`src/rtl/agu_pkg.sv`:
```
`timescale 1ns/1ps
package agu_pkg;
  typedef enum logic [1:0] {
    MODE_KEEP     = 2'd0,
    MODE_POST_INC = 2'd1,
    MODE_POST_IDX = 2'd2,
    MODE_PRE_DEC  = 2'd3
  } agu_mode_e;

  typedef enum logic {
    SZ_WORD = 1'b0,
    SZ_LONG = 1'b1
  } agu_size_e;

  localparam int unsigned WORD_BYTES = 2;
  localparam int unsigned LONG_BYTES = 4;
endpackage

```
`src/rtl/agu_ptr_mux.sv`:
```
`timescale 1ns/1ps
module agu_ptr_mux #(
  parameter int unsigned AW   = 32,
  parameter int unsigned NPTR = 4
) (
  input  logic [NPTR-1:0][AW-1:0]     ptrs_i,
  input  logic [$clog2(NPTR)-1:0]     sel_i,
  output logic [AW-1:0]               ptr_o
);
  logic [NPTR-1:0][AW-1:0] masked;

  // one-hot AND-OR select, avoids a deep priority chain
  for (genvar k = 0; k < NPTR; k++) begin : g_sel
    assign masked[k] = (sel_i == k[$clog2(NPTR)-1:0]) ? ptrs_i[k] : '0;
  end

  always_comb begin
    ptr_o = '0;
    for (int k = 0; k < NPTR; k++) ptr_o |= masked[k];
  end
endmodule

```
`src/rtl/agu_update.sv`:
```
`timescale 1ns/1ps
module agu_update
  import agu_pkg::*;
#(
  parameter int unsigned AW = 32
) (
  input  logic [AW-1:0] ptr_i,
  input  logic [AW-1:0] idx_i,
  input  agu_mode_e     mode_i,
  input  agu_size_e     size_i,
  output logic [AW-1:0] ea_o,
  output logic [AW-1:0] next_o
);
  localparam logic [AW-1:0] STEP_W = AW'(WORD_BYTES);
  localparam logic [AW-1:0] STEP_L = AW'(LONG_BYTES);

  logic [AW-1:0] step_mag;
  logic [AW-1:0] addend;

  assign step_mag = (size_i == SZ_LONG) ? STEP_L : STEP_W;

  // single adder, operand muxed per mode
  always_comb begin
    unique case (mode_i)
      MODE_KEEP:     addend = '0;
      MODE_POST_INC: addend = step_mag;
      MODE_POST_IDX: addend = idx_i;
      MODE_PRE_DEC:  addend = (~step_mag) + AW'(1);
      default:       addend = '0;
    endcase
  end

  assign next_o = ptr_i + addend;
  assign ea_o   = (mode_i == MODE_PRE_DEC) ? next_o : ptr_i;
endmodule

```
`src/rtl/agu_align.sv`:
```
`timescale 1ns/1ps
module agu_align
  import agu_pkg::*;
#(
  parameter int unsigned AW = 32
) (
  input  logic [AW-1:0] ea_i,
  input  agu_size_e     size_i,
  output logic          err_o
);
  logic [1:0] low_mask;

  assign low_mask = (size_i == SZ_LONG) ? 2'b11 : 2'b01;
  assign err_o    = |(ea_i[1:0] & low_mask);
endmodule

```
`src/rtl/agu_single_xfer.sv`:
```
`timescale 1ns/1ps
module agu_single_xfer
  import agu_pkg::*;
#(
  parameter int unsigned AW    = 32,
  parameter int unsigned NPTR  = 4,
  parameter int unsigned RBASE = 2,
  parameter int unsigned RNW   = 4
) (
  input  logic                        clk_i,
  input  logic                        rst_ni,
  input  logic                        req_i,
  input  logic                        stall_i,
  input  logic [$clog2(NPTR)-1:0]     sel_i,
  input  logic [1:0]                  mode_i,
  input  logic                        long_i,
  input  logic [NPTR-1:0][AW-1:0]     ptrs_i,
  input  logic [AW-1:0]               idx_i,
  output logic                        valid_o,
  output logic [AW-1:0]               addr_o,
  output logic                        long_o,
  output logic                        addr_err_o,
  output logic                        wb_en_o,
  output logic [RNW-1:0]              wb_reg_o,
  output logic [AW-1:0]               wb_data_o
);
  localparam int unsigned SW = $clog2(NPTR);

  agu_mode_e     mode;
  agu_size_e     size;
  logic [AW-1:0] ptr_sel;
  logic [AW-1:0] ea_d;
  logic [AW-1:0] next_d;
  logic          err_d;
  logic          hold;

  logic          valid_q;
  logic [AW-1:0] addr_q;
  logic [AW-1:0] wb_data_q;
  logic [RNW-1:0] wb_reg_q;
  logic          long_q;
  logic          err_q;

  assign mode = agu_mode_e'(mode_i);
  assign size = agu_size_e'(long_i);

  agu_ptr_mux #(.AW(AW), .NPTR(NPTR)) u_mux (
    .ptrs_i (ptrs_i),
    .sel_i  (sel_i),
    .ptr_o  (ptr_sel)
  );

  agu_update #(.AW(AW)) u_upd (
    .ptr_i  (ptr_sel),
    .idx_i  (idx_i),
    .mode_i (mode),
    .size_i (size),
    .ea_o   (ea_d),
    .next_o (next_d)
  );

  agu_align #(.AW(AW)) u_aln (
    .ea_i   (ea_d),
    .size_i (size),
    .err_o  (err_d)
  );

  // freeze the stage while the bus has not granted the pending access
  assign hold = valid_q & stall_i;

  always_ff @(posedge clk_i or negedge rst_ni) begin
    if (!rst_ni) begin
      valid_q   <= 1'b0;
      addr_q    <= '0;
      wb_data_q <= '0;
      wb_reg_q  <= '0;
      long_q    <= 1'b0;
      err_q     <= 1'b0;
    end else if (!hold) begin
      valid_q <= req_i;
      if (req_i) begin
        addr_q    <= ea_d;
        wb_data_q <= next_d;
        wb_reg_q  <= RNW'(RBASE) + RNW'(sel_i);
        long_q    <= long_i;
        err_q     <= err_d;
      end else begin
        err_q <= 1'b0;
      end
    end
  end

  assign valid_o    = valid_q;
  assign addr_o     = addr_q;
  assign long_o     = long_q;
  assign addr_err_o = err_q;
  assign wb_reg_o   = wb_reg_q;
  assign wb_data_o  = wb_data_q;
  assign wb_en_o    = valid_q & ~stall_i & ~err_q;

  logic unused_sw;
  assign unused_sw = ^SW;
endmodule

```
`config.mk`:
```
export PLATFORM = sky130hd
export DESIGN_NAME = agu_single_xfer
export DESIGN_NICKNAME = d
export VERILOG_FILES = /design/src/rtl/agu_pkg.sv /design/src/rtl/agu_ptr_mux.sv /design/src/rtl/agu_update.sv /design/src/rtl/agu_align.sv /design/src/rtl/agu_single_xfer.sv
export SDC_FILE = /design/constraint.sdc
export NUM_CORES = 1
export LEC_CHECK = 0
export BUFFER_PORTS_ARGS = -buffer_cell sky130_fd_sc_hd__buf_2
export CORE_MARGIN = 4
export CORE_UTILIZATION = 35
export CTS_BUF_LIST = sky130_fd_sc_hd__clkbuf_4
export DETAILED_ROUTE_END_ITERATION = 8
export PLACE_DENSITY_LB_ADDON = 0.3
export SETUP_SLACK_MARGIN = 0.2
export SYNTH_ARGS = -nofsm -noshare
export SYNTH_HDL_FRONTEND = slang
export SYNTH_SLANG_ARGS = --single-unit
```
`constraint.sdc`:
```
create_clock -name clk_i -period 1.79 [get_ports clk_i]
set_input_delay 0.358 -clock clk_i [delete_from_list [all_inputs] [get_ports clk_i]]
set_output_delay 0.358 -clock clk_i [all_outputs]
set_load 0.005 [all_outputs]
```
==> flow_summary.ini <==
[critical_path]
required_ps = 2110
crit_start = sel_i[0]
start_kind = input pin
crit_fanout = 6
rr_worst_depth = 5
path_class = input pin to flop
cp_data_arrival_time_ps = 3020
worstSetupEndpointType = flop
crit-reg2reg-launch = valid_o

[clock_network]
clk_root_buffer_cell = clkbuf_4
clk_latency_ps = 450
cts_tree = yes
clk_pin_slew_ps = 120
cts_made_buffers = 9
h-tree-depth = 3
clockBufferDepth = 2
clkSinkCount = 70

[yosys]
synth-main-ff-cell = dfrtp_1
avgSynthCellArea_um2 = 9.06
synth_area_um2 = 5520
synthesis.nets = 810
async_flop_share = 1.00
ys.warnings.count = 0
synthCells = 609
ys_types = 53
synth_edf_count = 0
synth_seq_area_share = 0.318
synth-seq-cells = 70

[pwr]
intPower_mw = 4.57
swShare = 0.387
pwr-share-comb = 0.593
clockPowerShare = 0.120
p_seq_frac = 0.287
power.density_nw_per_um2 = 764
worst_ir_drop_vdd_uv = 371
p_switching_mw = 2.89
leakage_nw = 4.45

[detailed_routing]
dr.pass1.iters = 5
drc = 0
via_count = 6339
route.detailed.wl_per_inst_um = 18.5
drt_iter0_markers = 288
ant_nets = 0
wirelength_um = 22200
routed_via_density = 5.26

[sta]
slew_viol_final = 0
period_share = 1.50
hold_viol = 0
fin_ws_ps = -902
tns_ps = -41070
fmax_ghz = 0.372
rsz0062_at_grt = true
setup_viol = 60
worst_clock_skew_ps = 7.86
period_minus_slack_ps = 2690

[global_routing]
grt-ovfl-total = 0
grt_pass1_vias = 6605
met2_usage = 0.427
met3_usage = 0.0431
grt_usage = 0.240
grt_pass1_wl_um = 34000
top_usage_layer = met2
antenna_found_initial = 0
grt_max_degree = 54
grt_use_met1 = 0.296

[min_path]
hp-class = input pin to flop
min-delay-start = req_i
min_path_cells = 2

[run_status]
failed_checks = setup timing
outcome = finished with violations

[cells_and_area]
finalCoreUtilization = 0.637
area.sequential_um2 = 1750
final_cell_mix = buf_2 (236), buf_4 (129), nand2_1 (77), dfrtp_1 (70), o21ai_1 (48)
insertedDiodeCount = 0
multiInputGateArea_um2 = 4760
nets = 1192
syn2layout_area_growth_pct = 76.9
final_common_cell = buf_2
n_fill_cell = 1284
drive_above_1_share = 0.621
stdcell_count = 1205

[floorplan]
dieArea_um2 = 17800
core_um2 = 15300
ios = 241
start_util = 0.360
die_h_um = 134
die_x_um = 134
rows = 45

[placed_design]
dp.cells = 1143
gp_congestion = 0.876
hpwlAfterDp_um = 16000
numPortBuffers = 239
dp_slack_ps = -1580

[job]
max_cap_viol_count = 0
## worst max-delay path: stages
cell	delay, ps
buf_12	110
buf_16	140
buf_6	90
mux4_2	530
ha_4	340
a21oi_4	70
o211ai_1	240
a211oi_1	110
a211o_1	340
o211a_4	180
o41ai_4	230
xnor2_1	180
o21ai_1	70
## power groups by stage
stage	clock network (mW)	registers [mW]	logic, mW
after floorplan	0	2.20	1.71
after global placement	0	2.16	3.28
after detailed placement	0	2.17	3.31
after CTS	0.927	2.14	3.98
after global routing	0.986	2.19	4.75
final	0.895	2.14	4.42
## path summary, 6_finish.rpt
check                           endpoint  slack [ps]
setup / recovery           wb_data_o[30]        -900
hold / removal                   valid_o         190
setup reg to reg            wb_data_o[8]         250
hold reg to reg              wb_reg_o[2]         480
max in group asynchronous     addr_o[30]         800
min in group asynchronous  wb_data_o[23]         420
## routing by layer
metal,vias to the layer above,share of wire
met3,24,0.052
met2,216,0.51
met1,3103,0.42
li1,2996,-
met5,-,0
met4,0,0.019
## sequential cells by signal, indices dropped and copies added (netlist names)
signal	cells
addr_o	32
wb_data_o	32
wb_reg_o	3
addr_err_o	1
long_o	1
valid_o	1
## logic make-up after synthesis
kind of cell / count (synthesis) / share of synthesized area
muxes: 36 / 0.138
DFF: 70 / 0.318
xor gates and xnor gates: 31 / 0.0492
and+or+nand+nor: 166 / 0.128
adders and majority gates: 32 / 0.0739
other: 1 / 0.000680
buffers and inverters: 52 / 0.0442
AOI/OAI and AO/OA: 221 / 0.248
## repair_timing
item,in CTS,in global routing
endpoints found under the setup margin,61,64
setup buffers,21,23
pin swaps,58,64
hold endpoints to repair,31,0
cloned,3,0
hold buffers,1,0
resized for setup,154,82
## synthesized netlist by cell type, drive strengths merged, types with 3 or more instances
library cell,count,share of area
nand2,92,0.063
o21ai,80,0.073
dfrtp,70,0.32
a21oi,57,0.054
nor2,38,0.026
o21a,34,0.046
mux4,32,0.13
ha,31,0.070
clkbuf,30,0.021
xnor2,17,0.027
xor2,14,0.022
a22oi,13,0.018
buf,10,0.012
nand3,10,0.0091
inv,9,0.0061
nand4,8,0.010
o211ai,7,0.0095
nor2b,5,0.0057
a21o,4,0.0054
and2,4,0.0045
nand2b,4,0.0045
o21bai,4,0.0054
a211oi,3,0.0041
o31ai,3,0.0041
## through the flow
stage	cell area (um2)	hold slack [ps]	power [mW]
floorplan	5920	62.4	3.91
global placement	8150	333	5.44
detailed placement	8150	335	5.48
CTS	9240	131	7.05
global route	9760	166	7.93
finish	9760	185	7.46
## final cells by class
class                      instances  share of cell area
clock inverter                     3             0.00141
timing repair buffer             414               0.292
inverter                           9             0.00346
tap                              211              0.0270
multi-input combinational        487               0.488
clock buffer                      11             0.00846
sequential                        70               0.179
Note: power is estimated with default switching activity, not from simulation.
